## config.mk

```make
export PLATFORM = sky130hd
export DESIGN_NAME = mtc_timer
export DESIGN_NICKNAME = d
export VERILOG_FILES = /design/src/rtl/mtc_pkg.sv /design/src/rtl/mtc_tick.sv /design/src/rtl/mtc_core.sv /design/src/rtl/mtc_timer.sv
export SDC_FILE = /design/constraint.sdc
export NUM_CORES = 1
export LEC_CHECK = 0
export CAP_MARGIN = 20
export CORE_MARGIN = 2
export CORE_UTILIZATION = 48
export CTS_BUF_LIST = sky130_fd_sc_hd__clkbuf_8
export DETAILED_ROUTE_END_ITERATION = 6
export DONT_BUFFER_PORTS = 1
export GPL_ROUTABILITY_DRIVEN = 0
export PLACE_DENSITY_LB_ADDON = 0.15
export SLEW_MARGIN = 10
export SYNTH_ARGS = -nofsm -noshare
export SYNTH_HDL_FRONTEND = slang
export SYNTH_SLANG_ARGS = --single-unit
export TNS_END_PERCENT = 1
```

## constraint.sdc

```tcl
create_clock -name clk -period 3.4 [get_ports clk]
set_input_delay 0.34 -clock clk [delete_from_list [all_inputs] [get_ports clk]]
set_output_delay 0.34 -clock clk [all_outputs]
set_load 0.02 [all_outputs]
```

## src/rtl/mtc_pkg.sv

```systemverilog
// Shared types for the multi-mode timer channel.
package mtc_pkg;
    typedef enum logic [1:0] {
        MD_PRE13   = 2'd0,
        MD_CAS16   = 2'd1,
        MD_RELOAD8 = 2'd2,
        MD_HOLD    = 2'd3
    } mtc_mode_e;
endpackage

```

## src/rtl/mtc_tick.sv

```systemverilog
// Count-source generator. Divides clk by DIV to make a tick, and in event
// use synchronizes evt_pin, samples it on each tick and emits a one-cycle
// step on a 1-to-0 change between consecutive samples.
// Assumes: DIV >= 2, SYNC >= 2.
module mtc_tick #(
    parameter int DIV  = 12,
    parameter int SYNC = 2
) (
    input  logic clk,
    input  logic rst_n,
    input  logic ext_sel,
    input  logic evt_pin,
    output logic step
);
    localparam int PW = $clog2(DIV);
    localparam logic [PW-1:0] LAST = PW'(DIV - 1);

    logic [PW-1:0]   pcnt;
    logic [SYNC-1:0] sync_q;
    logic            samp;
    logic            tick;
    logic            evt_s;

    assign tick  = (pcnt == LAST);
    assign evt_s = sync_q[SYNC-1];

    // Free-running divider that wraps after DIV cycles.
    always_ff @(posedge clk) begin
        if (!rst_n)    pcnt <= '0;
        else if (tick) pcnt <= '0;
        else           pcnt <= pcnt + 1'b1;
    end

    // Synchronizer chain for the asynchronous event pin.
    always_ff @(posedge clk) begin
        if (!rst_n) sync_q <= '0;
        else        sync_q <= {sync_q[SYNC-2:0], evt_pin};
    end

    // Sample of the synchronized event level, refreshed on each tick.
    always_ff @(posedge clk) begin
        if (!rst_n)    samp <= 1'b0;
        else if (tick) samp <= evt_s;
    end

    // Select between the divided clock and detected falling events.
    always_comb begin
        if (ext_sel) step = tick & samp & ~evt_s;
        else         step = tick;
    end
endmodule

```

## src/rtl/mtc_core.sv

```systemverilog
// Count register pair with mode-dependent next-state logic, byte writes
// and the sticky overflow flag. Assumes inc is already qualified by run
// control and is never high in hold mode.
module mtc_core
    import mtc_pkg::*;
#(
    parameter int W   = 8,
    parameter int PRE = 5
) (
    input  logic         clk,
    input  logic         rst_n,
    input  mtc_mode_e    mode,
    input  logic         inc,
    input  logic         wr_lo,
    input  logic         wr_hi,
    input  logic [W-1:0] wr_data,
    input  logic         flag_clr,
    output logic [W-1:0] lo,
    output logic [W-1:0] hi,
    output logic         flag
);
    localparam logic [PRE-1:0] PMAX = '1;

    logic [W-1:0] nxt_lo;
    logic [W-1:0] nxt_hi;
    logic         wrap;
    logic [2*W:0] sum;

    assign sum = {1'b0, hi, lo} + {{(2*W){1'b0}}, 1'b1};

    // Next count per mode when a step is taken.
    always_comb begin
        nxt_lo = lo;
        nxt_hi = hi;
        wrap   = 1'b0;
        if (inc) begin
            case (mode)
                MD_PRE13: begin
                    if (lo[PRE-1:0] == PMAX) begin
                        nxt_lo[PRE-1:0] = '0;
                        nxt_hi          = hi + 1'b1;
                        wrap            = (hi == '1);
                    end else begin
                        nxt_lo[PRE-1:0] = lo[PRE-1:0] + 1'b1;
                    end
                end
                MD_CAS16: begin
                    nxt_lo = sum[W-1:0];
                    nxt_hi = sum[2*W-1:W];
                    wrap   = sum[2*W];
                end
                MD_RELOAD8: begin
                    if (lo == '1) begin
                        nxt_lo = hi;
                        wrap   = 1'b1;
                    end else begin
                        nxt_lo = lo + 1'b1;
                    end
                end
                default: ;
            endcase
        end
    end

    // Byte registers; a software write overrides the count.
    always_ff @(posedge clk) begin
        if (!rst_n) begin
            lo <= '0;
            hi <= '0;
        end else begin
            lo <= wr_lo ? wr_data : nxt_lo;
            hi <= wr_hi ? wr_data : nxt_hi;
        end
    end

    // Sticky overflow flag; a new overflow wins over a clear.
    always_ff @(posedge clk) begin
        if (!rst_n)        flag <= 1'b0;
        else if (wrap)     flag <= 1'b1;
        else if (flag_clr) flag <= 1'b0;
    end
endmodule

```

## src/rtl/mtc_timer.sv

```systemverilog
// Top of the timer channel: decodes the configuration nibble, forms the
// run qualifier and joins the count source to the register pair.
// Assumes gate_pin is synchronous to clk; evt_pin may be asynchronous.
module mtc_timer
    import mtc_pkg::*;
#(
    parameter int W    = 8,
    parameter int PRE  = 5,
    parameter int DIV  = 12,
    parameter int SYNC = 2
) (
    input  logic         clk,
    input  logic         rst_n,
    input  logic [3:0]   cfg,
    input  logic         run_en,
    input  logic         gate_pin,
    input  logic         evt_pin,
    input  logic         wr_lo,
    input  logic         wr_hi,
    input  logic [W-1:0] wr_data,
    input  logic         flag_clr,
    output logic [W-1:0] cnt_lo,
    output logic [W-1:0] cnt_hi,
    output logic         ovf_flag
);
    mtc_mode_e mode;
    logic      ext_sel;
    logic      gate_en;
    logic      step;
    logic      inc;

    assign mode    = mtc_mode_e'(cfg[1:0]);
    assign ext_sel = cfg[2];
    assign gate_en = cfg[3];

    // A step counts only when running, gated if asked, and not held.
    assign inc = step & run_en & (~gate_en | gate_pin) & (mode != MD_HOLD);

    mtc_tick #(.DIV(DIV), .SYNC(SYNC)) u_tick (
        .clk     (clk),
        .rst_n   (rst_n),
        .ext_sel (ext_sel),
        .evt_pin (evt_pin),
        .step    (step)
    );

    mtc_core #(.W(W), .PRE(PRE)) u_core (
        .clk      (clk),
        .rst_n    (rst_n),
        .mode     (mode),
        .inc      (inc),
        .wr_lo    (wr_lo),
        .wr_hi    (wr_hi),
        .wr_data  (wr_data),
        .flag_clr (flag_clr),
        .lo       (cnt_lo),
        .hi       (cnt_hi),
        .flag     (ovf_flag)
    );
endmodule

```

==> reports/summary.txt <==
worst reg2reg setup slack: 980 ps
critical path launch point type: register
Die X: 60.6 µm
FILL cells: 328
Worst-Margin Slew: 633 ps
max-slew violation count: 0
port bufs: 0
Leakage Power: 0.636 nW
pwr/cell area: 408 nW/µm²
async set-reset flop share out of synthesis: 0%
Worst IR Drop VDD: 0.147 mV
setup bufs post-CTS: 0
Die H: 60.6 µm
placed cells: 224
Syn Inst Count: 186
clk root buf: clkbuf_8
crit path max fanout: 6
hold buffers post-CTS: 0
final setup vio count: 0
later-pin clock latency in the skew report: 270 ps
Worst slew margin: 57.8%
largest net degree at the start of global routing: 21
most frequent cell on the critical path: ha_1
share of the synthesized area in the top cell type: 31.3%
DRC Markers: 0
vias: 1,424
Cell variety after synth: 47
CP startpoint: u_core.lo[1]
final net count: 213
synth cell count leaders: 24 x dfxtp_1, 22 x o21ai_0, 11 x a21oi_1, 11 x nand3_1, 11 x nor2_1
critical path capture point type: register
Pre-antenna DRT Iters: 4
min Tclk post-route: 2420 ps
Clock Tree Buf Depth: 2
initial antenna violation count: 0
fin cells: 228
ys flop type: dfxtp_1
Seq/Total Area, Yosys: 31.3%
Worst R2R Start: u_core.lo[1]
CP top delay family: simple AND/OR/NAND/NOR gates
FF+latch count, synth: 24
Core Region: 3050 µm²
WL/cell: 17.3 µm
Sum Neg Setup Slack: 0 ps
synth top area cells: dfxtp_1 31%, o21ai_0 7.2%, ha_1 6.5%
Initial Utilization: 50.3%
die footprint: 3670 µm²
worst hold start: wr_hi
layout cells sized above 1: 7.61%
total wire length: 3.95 mm
WP data arrival: 2630 ps
CTS tree: yes
Mapped Area: 1540 µm²
yosys warns: 0
Tot Pwr: 0.669 mW
vias per cell: 6.25
area leader, netlist: dfxtp_1
Layout area overhead: 6.76%
Max Fclk: 414 MHz
DP HPWL: 2.99 mm
critical path data required time: 3610 ps
clock-pin transition on the worst setup and hold timing paths: 90 ps
mean post-synth cell area: 8.25 µm²
part of the cycle the worst path needs: 71.1%
number of clock sinks: 24
Max stage delay on crit path: 540 ps
IO Count: 37
detailed router's first-iteration violation count: 32
RSZ-0062 raised after global routing: false
Mapped Nets: 214
critical setup path kind: reg -> reg
number of global-route vias before repair: 1,408
num rows: 20
worst hold path type: in -> reg
CP Buf/Inv Count: 1
first-pass GRT wire length: 6.52 mm
H-Tree Depth: 1
ant diodes: 0
worst path cell trace: ha_1 > nand3_1 > inv_1 > ha_1 > mux2_2 > nand4_1 > or3_1 > a31oi_1
max-cap violations: 0
ANT nets after route: 0
Post-synth EDFFs: 0
overflow left after global routing: 0
top-count cell post-synth: dfxtp_1
Fin. Hold Viols: 0
GRT Total Usage: 23.4%
outcome: finished clean
Slowest cell on crit path: dfxtp_1
CTS buffer count: 3
Post-CTS Resized: 0
clock skew: 5.83 ps
## report_power, final
group | internal [mW] | switching [mW] | total, mW
combinational | 0.0339 | 0.0397 | 0.0736
clock | 0.158 | 0.0985 | 0.256
sequential | 0.298 | 0.0413 | 0.339
## flip-flops by register name (all words and copies together), names as in the netlist
| signal | cells |
|---|---|
| u_core.flag | 1 |
| u_core.lo | 8 |
| u_tick.sync_q | 2 |
| u_tick.samp | 1 |
| u_core.hi | 8 |
| u_tick.pcnt | 4 |
## final cells by class
cell class / count / area (µm²) / share of cell area, %
multi-input combinational: 147 / 998 / 60.9
sequential: 24 / 480 / 29.3
tap: 44 / 55.1 / 3.36
clock buffer: 3 / 41.3 / 2.52
inverter: 9 / 33.8 / 2.06
clock inverter: 1 / 30.0 / 1.83
## worst register-to-register path, delay by kind of cell, from the launching register on
| family | cells | cell delay [ps] |
|---|---|---|
| buf+inv | 1 | 180 |
| mux | 1 | 230 |
| fa+ha+maj | 2 | 530 |
| compound gates | 1 | 160 |
| flops | 1 | 540 |
| simple gates | 3 | 720 |
## stage by stage
| step | hold slack [ps] | instance area (µm²) | worst slack, ps | utilization, % |
|---|---|---|---|---|
| after floorplan | 412 | 1540 | 1320 | - |
| after global placement | 428 | 1570 | 1180 | 51.4 |
| after detailed placement | 440 | 1570 | 1070 | 51.4 |
| after CTS | 161 | 1640 | 1040 | 53.7 |
| after global routing | 160 | 1640 | 768 | 53.7 |
| final | 158 | 1640 | 982 | 53.7 |
## cells by family after synthesis
logic type	count (synthesis)	synth area share [%]
AO/OA/AOI/OAI	58	24.8
flip-flops	24	31.3
adder cells (fa/ha/maj)	8	6.52
XOR/XNOR	5	2.85
buffers and inverters	15	3.67
AND/OR/NAND/NOR	69	26.2
multiplexers	7	4.73
## layer usage
layer / GRT usage, % / vias to the layer above / wire length [µm]
met4: 9.01 / 0 / 76
met1: 28.6 / 679 / 1610
met5: 0 / - / 0
li1: - / 686 / -
met3: 5.12 / 9 / 307
met2: 40.2 / 50 / 1950
## path summary, 6_finish.rpt
path / to / cells after the start
setup reg to reg: u_core.hi[5] / 8
hold reg to reg: u_tick.sync_q[1] / 1
hold / removal: u_core.hi[1] / 1
setup / recovery: u_core.hi[5] / 8
## cells in the final DEF, fill, tap and decap left out, types with 2 or more instances in the layout
cell type / instances
nor3_1: 2
nand2b_1: 3
nand4_1: 7
a21oi_1: 11
or2_2: 2
ha_1: 8
dfxtp_1: 24
a31oi_1: 6
o221ai_1: 2
o21ai_0: 22
mux2_2: 2
nand3_1: 11
clkbuf_8: 3
nor2_1: 11
xnor2_1: 2
nor2b_1: 3
and2_1: 4
and3_1: 2
or3_1: 7
xor2_1: 3
mux2i_1: 5
nand2_1: 9
inv_1: 9
a21o_1: 2
Note: power is estimated with default switching activity, not from simulation.
